--- src/rtl/crc_pkg.sv ---
package crc_pkg;

    // Shift direction of the folding core
    typedef enum logic {
        CRC_SHL = 1'b0,   // MSB-first, left shifting
        CRC_SHR = 1'b1    // reflected, LSB-first, right shifting
    } crc_dir_e;

    // What the state register does at the next edge
    typedef enum logic [1:0] {
        ACT_HOLD = 2'd0,
        ACT_LOAD = 2'd1,
        ACT_STEP = 2'd2
    } crc_act_e;

    // Reset and reload share the load path; a reload wins over a data beat.
    function automatic crc_act_e crc_pick_action(logic rst, logic init, logic valid);
        if (rst || init) return ACT_LOAD;
        if (valid)       return ACT_STEP;
        return ACT_HOLD;
    endfunction

endpackage

--- src/rtl/crc_fold_core.sv ---
module crc_fold_core #(
    parameter int                 CRC_W  = 32,
    parameter int                 DATA_W = 8,
    parameter logic [CRC_W-1:0]   POLY   = 32'hEDB88320,
    parameter crc_pkg::crc_dir_e  DIR    = crc_pkg::CRC_SHR
) (
    input  logic [CRC_W-1:0]  crc_i,
    input  logic [DATA_W-1:0] data_i,
    output logic [CRC_W-1:0]  crc_o
);
    // reject degenerate widths at elaboration
    if (CRC_W < 1 || DATA_W < 1) begin : g_bad_width
        $fatal(1, "crc_fold_core: CRC_W and DATA_W must both be at least 1");
    end

    // Feedback mask applied after every single-bit shift
    localparam logic [CRC_W-1:0] FB_MASK = POLY;

    if (DIR == crc_pkg::CRC_SHL) begin : g_left
        // consume data from the top bit down, feedback from the MSB
        always_comb begin
            logic [CRC_W-1:0] st;
            logic             fb;
            st = crc_i;
            for (int i = 0; i < DATA_W; i++) begin
                fb = st[CRC_W-1] ^ data_i[DATA_W-1-i];
                st = st << 1;
                st = st ^ (FB_MASK & {CRC_W{fb}});
            end
            crc_o = st;
        end
    end else begin : g_right
        // consume data from bit 0 up, feedback from the LSB
        always_comb begin
            logic [CRC_W-1:0] st;
            logic             fb;
            st = crc_i;
            for (int i = 0; i < DATA_W; i++) begin
                fb = st[0] ^ data_i[i];
                st = st >> 1;
                st = st ^ (FB_MASK & {CRC_W{fb}});
            end
            crc_o = st;
        end
    end

endmodule

--- src/rtl/crc_state_reg.sv ---
module crc_state_reg #(
    parameter int               CRC_W = 32,
    parameter logic [CRC_W-1:0] INIT  = '1
) (
    input  logic              clk,
    input  logic              rst,
    input  logic              init_i,
    input  logic              valid_i,
    input  logic [CRC_W-1:0]  next_i,
    output logic [CRC_W-1:0]  state_o
);
    import crc_pkg::*;

    crc_act_e act;

    always_comb act = crc_pick_action(rst, init_i, valid_i);

    always_ff @(posedge clk) begin
        unique case (act)
            ACT_LOAD: state_o <= INIT;
            ACT_STEP: state_o <= next_i;
            default:  state_o <= state_o;
        endcase
    end

endmodule

--- src/rtl/crc_par_unit.sv ---
module crc_par_unit #(
    parameter int                 CRC_W  = 32,
    parameter int                 DATA_W = 8,
    parameter logic [CRC_W-1:0]   POLY   = 32'hEDB88320,
    parameter logic [CRC_W-1:0]   INIT   = '1,
    parameter crc_pkg::crc_dir_e  DIR    = crc_pkg::CRC_SHR
) (
    input  logic              clk,
    input  logic              rst,
    input  logic              init_i,
    input  logic              valid_i,
    input  logic [DATA_W-1:0] data_i,
    output logic [CRC_W-1:0]  crc_o
);
    logic [CRC_W-1:0] fold_next;
    logic [CRC_W-1:0] state_q;

    crc_fold_core #(
        .CRC_W (CRC_W),
        .DATA_W(DATA_W),
        .POLY  (POLY),
        .DIR   (DIR)
    ) u_core (
        .crc_i (state_q),
        .data_i(data_i),
        .crc_o (fold_next)
    );

    crc_state_reg #(
        .CRC_W(CRC_W),
        .INIT (INIT)
    ) u_state (
        .clk    (clk),
        .rst    (rst),
        .init_i (init_i),
        .valid_i(valid_i),
        .next_i (fold_next),
        .state_o(state_q)
    );

    // raw register, nothing applied on the way out
    assign crc_o = state_q;

endmodule


--- config.mk ---
export PLATFORM = sky130hd
export DESIGN_NAME = crc_par_unit
export DESIGN_NICKNAME = d
export VERILOG_FILES = /design/src/rtl/crc_pkg.sv /design/src/rtl/crc_fold_core.sv /design/src/rtl/crc_state_reg.sv /design/src/rtl/crc_par_unit.sv
export SDC_FILE = /design/constraint.sdc
export NUM_CORES = 1
export LEC_CHECK = 0
export ABC_AREA = 1
export BUFFER_PORTS_ARGS = -buffer_cell sky130_fd_sc_hd__buf_2
export CELL_PAD_IN_SITES_DETAIL_PLACEMENT = 1
export CELL_PAD_IN_SITES_GLOBAL_PLACEMENT = 1
export CORE_MARGIN = 2
export CORE_UTILIZATION = 37
export DETAILED_ROUTE_END_ITERATION = 8
export PLACE_DENSITY_LB_ADDON = 0.3
export SYNTH_ARGS = -nofsm -noshare
export SYNTH_HDL_FRONTEND = slang
export SYNTH_SLANG_ARGS = --single-unit
--- constraint.sdc ---
create_clock -name clk -period 1.45 [get_ports clk]
set_input_delay 0.145 -clock clk [delete_from_list [all_inputs] [get_ports clk]]
set_output_delay 0.145 -clock clk [all_outputs]
set_load 0.05 [all_outputs]
==> summary.md, run 1 <==
| Metric | Value |
|---|---|
| Status | `complete, but fails checks` |
| Failing checks | `negative setup slack` |
| Syn Area/Cell | `8.09 um2` |
| Detailed Place HPWL | `5910 um` |
| Post-Synth Adder-Cell Area | `0%` |
| Clock Power Share | `20.0%` |
| Remaining DRCs | `0` |
| Asr flop ratio synth | `0%` |
| Main combinational cell family by area after synthesis | `simple AND/OR/NAND/NOR gates` |
| Switching pwr | `0.00155 W` |
| Routed wire length per instance | `22.0 um` |
| Final nets | `414` |
| Maximum vdd drop | `533 uV` |
| Ys Warns | `0` |
| Area fraction in compound gates after synthesis | `4.01%` |
| Syn Nets | `305` |
| Crit Path Class | `reg -> reg` |
| Worst-path clk slew | `80 ps` |
| Mapped Area | `2370 um2` |
| Final Hold Viols | `0` |
| FP Rows | `29` |
| Die height | `84.1 um` |
| Clock tree buffer depth | `2` |
| Clk_lat worst skew | `300 ps` |
| Critical Path, Cell by Cell | `inv_2 -> nand2_4 -> nand2_4 -> buf_12 -> nand2_8 -> nand2_8 -> nand2_4 -> nand2_1 -> nand2_1 -> nand3_2 -> nand2_1 -> nand2_1` |
| Unrepaired setup endpoints after global routing | `yes` |
| Buffers on Ports | `43` |
| Net Sw Frac | `42.4%` |
| CP max stage delay | `490 ps` |
| Ys flop type | `edfxtp_1` |
| First-pass GRT wire length | `14,800 um` |
| Post-synthesis simple-gate area fraction | `36.4%` |
| Max reg flops | `32` |
| Core area | `6280 um2` |
| Post-Synth XOR/XNOR Area | `13.9%` |
| Grt total ovfl | `0` |
| Largest net degree at the start of global routing | `33` |
| 1st-iter DRT viols | `98` |
| Synth top cells by count | `110 x nand2_1, 34 x nand3_1, 32 x edfxtp_1, 25 x inv_1, 19 x xor2_1` |
| Overall routing resource usage | `27.5%` |
| Root Driver | `clkbuf_8` |
| Vias per inst | `5.34` |
| Final Util | `63.8%` |
| Initial antenna violation count | `0` |
| Slew HR | `74.9%` |
| IO Count | `44` |
| Final worst setup slack | `-356 ps` |
| Fmax | `554 MHz` |
| Synth top area cells | `edfxtp_1 41%, nand2_1 17%, nand3_1 7.2%, xor2_1 7.0%, inv_1 4.0%` |
| Period utilisation layout | `125%` |
| First-pass DRT Iterations | `4` |
| CP top delay family | `simple AND/OR/NAND/NOR gates` |
| Hold Path Class | `in -> reg` |
| Post-synthesis sequential area ratio | `40.5%` |
| Setup violators final | `28` |
| Post-Layout Cell Count | `480` |
| Count leader, synth | `nand2_1` |
| Syn-to-layout area delta | `68.9%` |
| Fin. max-slew vios | `0` |
| Total CTS buffers | `5` |
| Antenna-violating nets left | `0` |
| Via count | `2,564` |
| Fraction of layout instances using a drive strength above 1 | `62.5%` |
| Mux cell area share after synthesis | `0%` |
| Top flop regs | `u_state.state_o x32` |
| Crit Path Max Fanout | `6` |
| PwrDens | `913 nW/um2` |
| Sequential power share | `31.3%` |
| Slew at the pin with the worst max-slew slack | `376 ps` |
| Buffer and inverter count on the worst path | `2` |
| Final WL | `10,500 um` |
| Synth unique cells | `29` |
| Clk sinks | `32` |
| CTS HTree Levels | `2` |
| Post-synth top area cell | `edfxtp_1` |
| Max-cap violations | `0` |
| Int Power | `0.00210 W` |
| Final GP Congestion | `0.791` |
| Cts hold-fix bufs | `0` |
| Flops & latches, synth | `32` |
| Number of diodes | `0` |
| CTS tree | `yes` |
| Critical-path top delay cell | `edfxtp_1` |
| Die footprint | `7060 um2` |
| Inst Count DP | `446` |
| Number of global-route vias before repair | `2,713` |
| Biggest register | `u_state.state_o` |
| Top cell type's share of synthesized area | `40.5%` |
| Leak | `1.74 nW` |
| Crit end category | `flop` |
| WP data required | `1510 ps` |
| Tmin final | `1810 ps` |
| Die X | `84.1 um` |
| Cells after Synth | `293` |
| Startpoint types | `flop` |
| Top cell by count, worst path | `nand2_1` |
| Layout Skew | `8.38 ps` |
| Number of synthesized flops with an enable pin | `32` |
| Comb pwr share | `48.7%` |
| WP data arrival | `1860 ps` |
| Initial Util | `37.8%` |
layout by cell type (no fill, tap or decap), drive strengths merged, types with 6 or more instances in the layout:
| cell | synthesis | layout |
|---|---|---|
| clkbuf | 2 | 7 |
| o21ai | 13 | 13 |
| buf | 0 | 104 |
| nor2 | 10 | 10 |
| edfxtp | 32 | 32 |
| nand3 | 37 | 37 |
| a21oi | 6 | 6 |
| inv | 31 | 31 |
| xor2 | 21 | 21 |
| nand2 | 124 | 124 |
| xnor2 | 8 | 8 |
| or2 | 6 | 6 |
per-layer routing:
metal	wire length (um)	up-vias	track usage [%]	share of wire [%]
met5	0	-	0	0
met4	438	0	8.36	4.2
li1	-	1160	-	-
met2	5630	111	51.6	53
met3	704	39	5.24	6.7
met1	3770	1254	31.1	36
stage by stage:
step	power [W]	cell area [um2]	setup TNS, ps	worst slack (ps)	hold slack, ps
after floorplan	0.00199	2520	-7490	-376	362
after global placement	0.00235	3100	-3510	-343	570
after detailed placement	0.00239	3100	-5110	-401	592
after CTS	0.00336	3670	-3870	-236	317
after global routing	0.00378	4000	-8340	-391	358
final	0.00365	4000	-6800	-356	327
power by group through the flow:
stage | Clock, W | Combinational, W | Sequential (W)
finish | 0.000732 | 0.00178 | 0.00114
global route | 0.000758 | 0.00187 | 0.00115
CTS | 0.000713 | 0.00151 | 0.00113
detailed placement | 0 | 0.00124 | 0.00115
global placement | 0 | 0.00120 | 0.00115
floorplan | 0 | 0.000664 | 0.00133
path summary, 6_finish.rpt:
path                             from  slack (ps)             endpoint  cells past startpoint
setup reg to reg   u_state.state_o[1]        -360  u_state.state_o[23]                     12
setup / recovery   u_state.state_o[1]        -360  u_state.state_o[23]                     12
hold reg to reg   u_state.state_o[14]         610   u_state.state_o[6]                      2
hold / removal                 init_i         330   u_state.state_o[4]                      4
layout make-up:
| cell class | count | area [um2] |
|---|---|---|
| Inverter | 31 | 121 |
| Clock inverter | 1 | 3.75 |
| Clock buffer | 7 | 76.3 |
| Timing Repair Buffer | 104 | 810 |
| Fill cell | 712 | 2270 |
| Tap cell | 77 | 96.3 |
| Multi-Input combinational cell | 228 | 1940 |
| Sequential cell | 32 | 961 |
cell families (layout without fill, tap and decap cells):
group | count (synthesis) | in the layout
simple gates | 180 | 180
flops | 32 | 32
buf+inv | 33 | 143
xor+xnor | 29 | 29
compound gates | 19 | 19
what timing repair did:
item                                    CTS  global route
resized for setup                        78            60
buffers inserted                         19            10
endpoints found under the hold margin     0             0
endpoints found under the setup margin   28            30
pin swaps                                33            31
worst register-to-register path: cells and delay by family, from the launching register on:
kind	cells	cell delay, ps
flip-flops	1	490
AND/OR/NAND/NOR	10	820
buffers and inverters	2	250
(Power assumes the default switching activity.)
==> inputs of run 2 (changes only) <==
- RECOVER_POWER: default -> 50
==> run 2 against run 1 <==
- the flow still finishes with violations (negative setup slack)
- non-clock buffer count unchanged
- clock power up 0.7%
- sequential power about the same
- utilization down 0.28 points
- final cell count unchanged
- flip-flop and latch count unchanged
- critical path depth unchanged
- first-iteration DRC count down 5.1%
- design area down 0.44%
- combinational power about the same
- critical endpoint unchanged
==> summary.md, run 2 (synthesis gave the netlist of run 1 again) <==
| Metric | Value |
|---|---|
| Status | `complete, but fails checks` |
| Failing checks | `negative setup slack` |
| Final WL | `10,600 um (+0.12%)` |
| PwrDens | `917 nW/um2 (+0.52%)` |
| Largest net degree at the start of global routing | `33 (unchanged)` |
| Syn-to-layout area delta | `68.1%` |
| Unrepaired setup endpoints after global routing | `yes` |
| Fmax | `548 MHz (-0.92%)` |
| Crit end category | `flop` |
| Endpoint, Worst Hold | `u_state.state_o[4]` |
| Multi-input logic area | `1940 um2 (unchanged)` |
| Clock Power Share | `20.1% (about the same)` |
| Register area | `961 um2 (unchanged)` |
| Number of diodes | `0 (unchanged)` |
| Startpoint types | `flop` |
| # fillers | `713 (+0.14%)` |
| Worst R2R Start | `u_state.state_o[1]` |
| Period utilisation layout | `126% (+1.2 points)` |
| Maximum vdd drop | `534 uV (+0.24%)` |
| Total CTS buffers | `5 (unchanged)` |
| Worst-path clk slew | `80 ps (about the same)` |
| First-pass DRT Iterations | `4 (unchanged)` |
| Clock tree buffer depth | `2 (unchanged)` |
| Post-route cell area | `3990 um2 (-0.44%)` |
| Slew at the pin with the worst max-slew slack | `911 ps (+535 ps)` |
| R2R cell count | `12 (unchanged)` |
| WP data required | `1510 ps (about the same)` |
| Area after DPL | `3100 um2 (unchanged)` |
| Most frequent cells in the layout | `56 x nand2_1, 40 x buf_2, 39 x buf_4` |
| Vias per inst | `5.34 (about the same)` |
| HP Start | `rst` |
| Most common cell after layout, fill and taps aside | `nand2_1` |
| Net Sw Frac | `42.5% (+0.13 points)` |
| Hold Path Class | `in -> reg` |
| Hold slack | `333 ps (+5.16 ps)` |
| Final GP Congestion | `0.791 (unchanged)` |
| Final nets | `414 (unchanged)` |
| Cts hold-fix bufs | `0 (unchanged)` |
| Grt total ovfl | `0 (unchanged)` |
| Fin. max-slew vios | `0 (unchanged)` |
| Initial antenna violation count | `0 (unchanged)` |
| Routed wire length per instance | `22.0 um (+0.12%)` |
| Layout Skew | `11.3 ps (+2.92 ps)` |
| Buffers on Ports | `43 (unchanged)` |
| R2R Setup Slk | `-370 ps (-20 ps)` |
| 1st-iter DRT viols | `93 (-5.1%)` |
| Max reg flops | `32 (unchanged)` |
| Antenna-violating nets left | `0 (unchanged)` |
| Slew HR | `39.2% (-36 points)` |
| CTS HTree Levels | `2 (unchanged)` |
| Biggest register | `u_state.state_o` |
| Root Driver | `clkbuf_8` |
| Final worst setup slack | `-373 ps (-16.8 ps)` |
| Pre-CTS setup slack | `-401 ps (unchanged)` |
| Crit Path Max Fanout | `6 (unchanged)` |
| First-pass GRT wire length | `14,800 um (unchanged)` |
| Top flop regs | `u_state.state_o x32` |
| Comb pwr share | `48.6% (about the same)` |
| Clk_lat worst skew | `300 ps (about the same)` |
| Overall routing resource usage | `27.5% (unchanged)` |
| Sequential power share | `31.3% (about the same)` |
| Setup violators final | `28 (unchanged)` |
| Via count | `2,562 (-0.078%)` |
| WP data arrival | `1880 ps (+20 ps)` |
| Clk sinks | `32 (unchanged)` |
| Core area | `6280 um2 (unchanged)` |
| Initial Util | `37.8% (unchanged)` |
| CTS tree | `yes` |
| Die X | `84.1 um (unchanged)` |
| Number of global-route vias before repair | `2,713 (unchanged)` |
| Final Hold Viols | `0 (unchanged)` |
| Crit Path Class | `reg -> reg` |
| Leak | `1.73 nW (-0.61%)` |
| Die footprint | `7060 um2 (unchanged)` |
| IO Count | `44 (unchanged)` |
| Min-Delay Path Depth | `4 (unchanged)` |
| Final Util | `63.5% (-0.28 points)` |
| Detailed Place HPWL | `5910 um (unchanged)` |
| Int Power | `0.00210 W (-0.15%)` |
| FP Rows | `29 (unchanged)` |
| Max-cap violations | `0 (unchanged)` |
| Tmin final | `1820 ps (+16.8 ps)` |
| Fraction of layout instances using a drive strength above 1 | `62.0% (-0.50 points)` |
| Die height | `84.1 um (unchanged)` |
| Remaining DRCs | `0 (unchanged)` |
| Switching pwr | `0.00156 W (+0.39%)` |
| R2r endpoint | `u_state.state_o[23]` |
-- run 2: cell count changes in the layout (fill, tap and decap cells not counted) --
cell      change
buf_2         -2
clkbuf_2      +1
clkbuf_1      +2
buf_12        -1
-- run 2: per-layer routing --
metal	vias up	track usage (%)	wire (um)
li1	1162	-	-
met1	1240	31.1	3850
met2	116	51.6	5570
met3	44	5.24	649
met4	0	8.36	479
met5	-	0	0
-- run 2: worst max-delay path by stage --
stage	cells after the start	end	start
global route	10	u_state.state_o[21]	u_state.state_o[5]
floorplan	9	u_state.state_o[26]	u_state.state_o[2]
global placement	8	u_state.state_o[27]	u_state.state_o[5]
detailed placement	8	u_state.state_o[27]	u_state.state_o[5]
CTS	8	u_state.state_o[24]	u_state.state_o[5]
finish	12	u_state.state_o[23]	u_state.state_o[1]
-- run 2: power groups by stage --
stage	Clock, W	Combinational, W	Sequential, W
final	0.000737	0.00178	0.00114
after global routing	0.000758	0.00187	0.00115
after CTS	0.000713	0.00151	0.00113
after detailed placement	0	0.00124	0.00115
after global placement	0	0.00120	0.00115
after floorplan	0	0.000664	0.00133
-- run 2: area by class of cell --
cell class	count	area share [%]
multi-input cells	228	48.6
flip-flops and latches	32	24.1
repair buffers	104	19.9
inverters	31	3.04
well taps	77	2.42
clock buffers	7	1.91
clock inverters	1	0.0942
-- run 2: worst max-delay path: stages, from the launching register on --
cell and delay, ps:
edfxtp_1 490, inv_2 120, nand2_4 90, nand2_4 70
buf_12 130, nand2_8 80, nand2_8 70, nand2_4 80
nand2_1 90, nand2_1 110, nand3_2 90, nand2_1 80
nand2_1 60
-- run 2: metrics by stage --
stage	TNS [ps]	power, W	instances
final	-6820	0.00366	480
after global routing	-8340	0.00378	480
after CTS	-3870	0.00336	472
after detailed placement	-5110	0.00239	446
after global placement	-3510	0.00235	446
after floorplan	-7490	0.00199	293
-- run 2: repair_timing --
action,in CTS,in global routing
resized for setup,78,60
endpoints found under the setup margin,28,30
pin swaps,33,31
buffers inserted,19,10
==> inputs of run 3 (changes only) <==
- ABC_AREA: 1 -> default
- CORE_UTILIZATION: 37 -> 40
==> run 3 against run 2 <==
- largest power group unchanged
- the flow still finishes with violations (negative setup slack)
- flip-flop and latch count is the same
- critical path depth shrank 7
- critical endpoint is now u_state.state_o[19]
- count of clock-buffer cells in the layout is 2 lower
- utilization increased by 7.8 points
==> summary.md, run 3 <==
| Metric | Value |
|---|---|
| Status | `complete, but fails checks` |
| Failing checks | `negative setup slack` |
| Post-synthesis sequential area ratio | `47.0% (+6.4 points)` |
| R2R cell count | `5 (-7)` |
| Fraction of layout instances using a drive strength above 1 | `64.8% (+2.7 points)` |
| Final Hold Viols | `0 (unchanged)` |
| Fin. max-slew vios | `0 (unchanged)` |
| Worst-path clk slew | `70 ps (about the same)` |
| Initial Util | `40.8% (+3.1 points)` |
| Syn Nets | `152 (-50%)` |
| Comb pwr share | `56.9% (+8.3 points)` |
| R2r endpoint | `u_state.state_o[19]` |
| Post-Layout Cell Count | `331 (-31%)` |
| Cells after Synth | `140 (-52%)` |
| Most frequent cells in the layout | `42 x buf_2, 36 x buf_6, 32 x edfxtp_1` |
| Initial antenna violation count | `0 (unchanged)` |
| Startpoint types | `flop` |
| Grt total ovfl | `0 (unchanged)` |
| Worst R2R Start | `u_state.state_o[0]` |
| Sequential power share | `27.4% (-3.9 points)` |
| Switching pwr | `0.00154 W (-0.81%)` |
| Largest net degree at the start of global routing | `30 (-9.1%)` |
| Number of diodes | `0 (unchanged)` |
| Die X | `75.5 um (-10%)` |
| First-pass GRT wire length | `9580 um (-35%)` |
| Layout Skew | `7.82 ps (-3.49 ps)` |
| WP data arrival | `2110 ps (+230 ps)` |
| Root Driver | `clkbuf_8` |
| Most common cell after layout, fill and taps aside | `buf_2` |
| CTS tree | `yes` |
| Synth unique cells | `21 (-28%)` |
| Ys flop type | `edfxtp_1` |
| Number of global-route vias before repair | `1,668 (-39%)` |
| Antenna-violating nets left | `0 (unchanged)` |
| Slew at the pin with the worst max-slew slack | `500 ps (-411 ps)` |
| FP Rows | `26 (-10%)` |
| Synth top area cells | `edfxtp_1 47%, xnor3_1 11%, xnor2_1 10%, xor2_1 6.0%, nand2_1 5.1%` |
| Routed wire length per instance | `25.2 um (+14%)` |
| Clock Power Share | `15.7% (-4.4 points)` |
| Endpoint, Worst Hold | `u_state.state_o[4]` |
| Max-cap violations | `0 (unchanged)` |
| Remaining DRCs | `0 (unchanged)` |
| Via count | `1,625 (-37%)` |
| Asr flop ratio synth | `0% (unchanged)` |
| Leak | `1.46 nW (-16%)` |
| Max reg flops | `32 (unchanged)` |
| Final WL | `8330 um (-21%)` |
| Final Util | `71.3% (+7.8 points)` |
| Min-Delay Path Depth | `4 (unchanged)` |
| Final GP Congestion | `0.810 (+2.5%)` |
| Crit Path Class | `reg -> reg` |
| Fmax | `485 MHz (-12%)` |
| Total CTS buffers | `5 (unchanged)` |
| Syn-to-layout area delta | `74.6%` |
| Die footprint | `5700 um2 (-19%)` |
| Overall routing resource usage | `24.6% (-2.9 points)` |
| Syn Area/Cell | `14.6 um2 (+81%)` |
| CTS HTree Levels | `2 (unchanged)` |
| Count leader, synth | `edfxtp_1` |
| Clk sinks | `32 (unchanged)` |
| Buffers on Ports | `43 (unchanged)` |
| Crit Path Max Fanout | `3 (-3)` |
| Critical-path top delay cell | `edfxtp_1` |
| WP data required | `1500 ps (about the same)` |
| Clock tree buffer depth | `2 (unchanged)` |
| Setup violators final | `31 (+11%)` |
| Die height | `75.5 um (-10%)` |
| Critical Path, Cell by Cell | `buf_6 -> xnor2_4 -> xnor3_2 -> xnor2_2 -> mux2_4` |
| Crit end category | `flop` |
| Detailed Place HPWL | `3650 um (-38%)` |
| Synth top cells by count | `32 x edfxtp_1, 28 x nand2_1, 24 x xnor2_1, 14 x xor2_1, 10 x xnor3_1` |
| Final worst setup slack | `-612 ps (-239 ps)` |
| PwrDens | `1200 nW/um2 (+31%)` |
| Period utilisation layout | `142% (+16 points)` |
| Unrepaired setup endpoints after global routing | `yes` |
| Tmin final | `2060 ps (+239 ps)` |
| Net Sw Frac | `36.0% (-6.5 points)` |
| IO Count | `44 (unchanged)` |
| Inst Count DP | `285 (-36%)` |
| Ys Warns | `0 (unchanged)` |
| CP max stage delay | `450 ps (-40 ps)` |
| Number of synthesized flops with an enable pin | `32 (unchanged)` |
| Mapped Area | `2050 um2 (-14%)` |
| Clk_lat worst skew | `300 ps (about the same)` |
| R2R Setup Slk | `-610 ps (-240 ps)` |
| Maximum vdd drop | `692 uV (+30%)` |
| Biggest register | `u_state.state_o` |
| HP Start | `rst` |
| Top flop regs | `u_state.state_o x32` |
| Final nets | `273 (-34%)` |
| First-pass DRT Iterations | `4 (unchanged)` |
| Post-synth top area cell | `edfxtp_1` |
| Vias per inst | `4.91 (-8.0%)` |
| Flops & latches, synth | `32 (unchanged)` |
| 1st-iter DRT viols | `85 (-8.6%)` |
| Hold Path Class | `in -> reg` |
| Int Power | `0.00274 W (+31%)` |
| Core area | `5010 um2 (-20%)` |
| Top cell type's share of synthesized area | `47.0% (+6.4 points)` |
| Slew HR | `66.6% (+27 points)` |
run 3: cells by family (layout without fill, tap and decap cells):
kind of cell              count (synthesis)  in the layout  synth area share, %
muxes                                     3              3                 1.65
xor gates and xnor gates                 63             63                 42.4
buffers and inverters                     3            124                0.550
DFF                                      32             32                 47.0
AOI/OAI and AO/OA                         1              1                0.244
and+or+nand+nor                          38             38                 8.14
run 3: timing repair:
item	4_1_cts	5_1_grt
pin swaps	21	31
setup buffers	22	21
endpoints found under the setup margin	30	32
endpoints found under the hold margin	0	0
hold buffers	0	0
resized for setup	45	37
run 3: power by group through the flow:
stage | registers, W | logic (W) | clock network, W
global placement | 0.00117 | 0.00152 | 0
finish | 0.00117 | 0.00244 | 0.000673
global route | 0.00118 | 0.00253 | 0.000732
CTS | 0.00116 | 0.00200 | 0.000661
detailed placement | 0.00118 | 0.00156 | 0
floorplan | 0.00140 | 0.000864 | 0
run 3: routing by layer:
metal	track usage [%]	share of wire [%]
met3	5.82	4.3
met1	28.4	38
met5	0	0
met2	45.1	55
met4	7.21	2.5
run 3: cell type report:
type                       count  area, um2
sequential                    32        961
timing repair buffer         117        970
tap                           70       87.6
clock inverter                 2       7.51
fill                         497       1440
multi-input combinational    105       1480
clock buffer                   5       68.8
run 3: how the worst max path moves through the flow:
stage	from	endpoint	slack, ps	cells after the start
global route	u_state.state_o[0]	u_state.state_o[19]	-660	5
finish	u_state.state_o[0]	u_state.state_o[19]	-610	5
global placement	u_state.state_o[6]	u_state.state_o[19]	-420	4
CTS	u_state.state_o[6]	u_state.state_o[19]	-460	4
floorplan	u_state.state_o[6]	u_state.state_o[19]	-740	4
detailed placement	u_state.state_o[6]	u_state.state_o[19]	-500	4
run 3: worst max-delay path: cells and delay by family (launching register included):
kind	cells	cell delay [ps]
xor gates and xnor gates	3	860
DFF	1	450
muxes	1	340
buffers and inverters	1	160
run 3: through the flow:
step           setup TNS, ps  power [W]  instance area (um2)  hold WS [ps]  worst slack, ps
4_1_cts                -9920    0.00382                 3260           335             -465
5_1_grt               -15280    0.00444                 3570           350             -660
6_report              -13880    0.00429                 3570           347             -612
2_1_floorplan         -13170    0.00226                 2130           364             -744
3_5_place_dp           -9580    0.00273                 2720           576             -502
3_3_place_gp           -8110    0.00269                 2720           568             -420
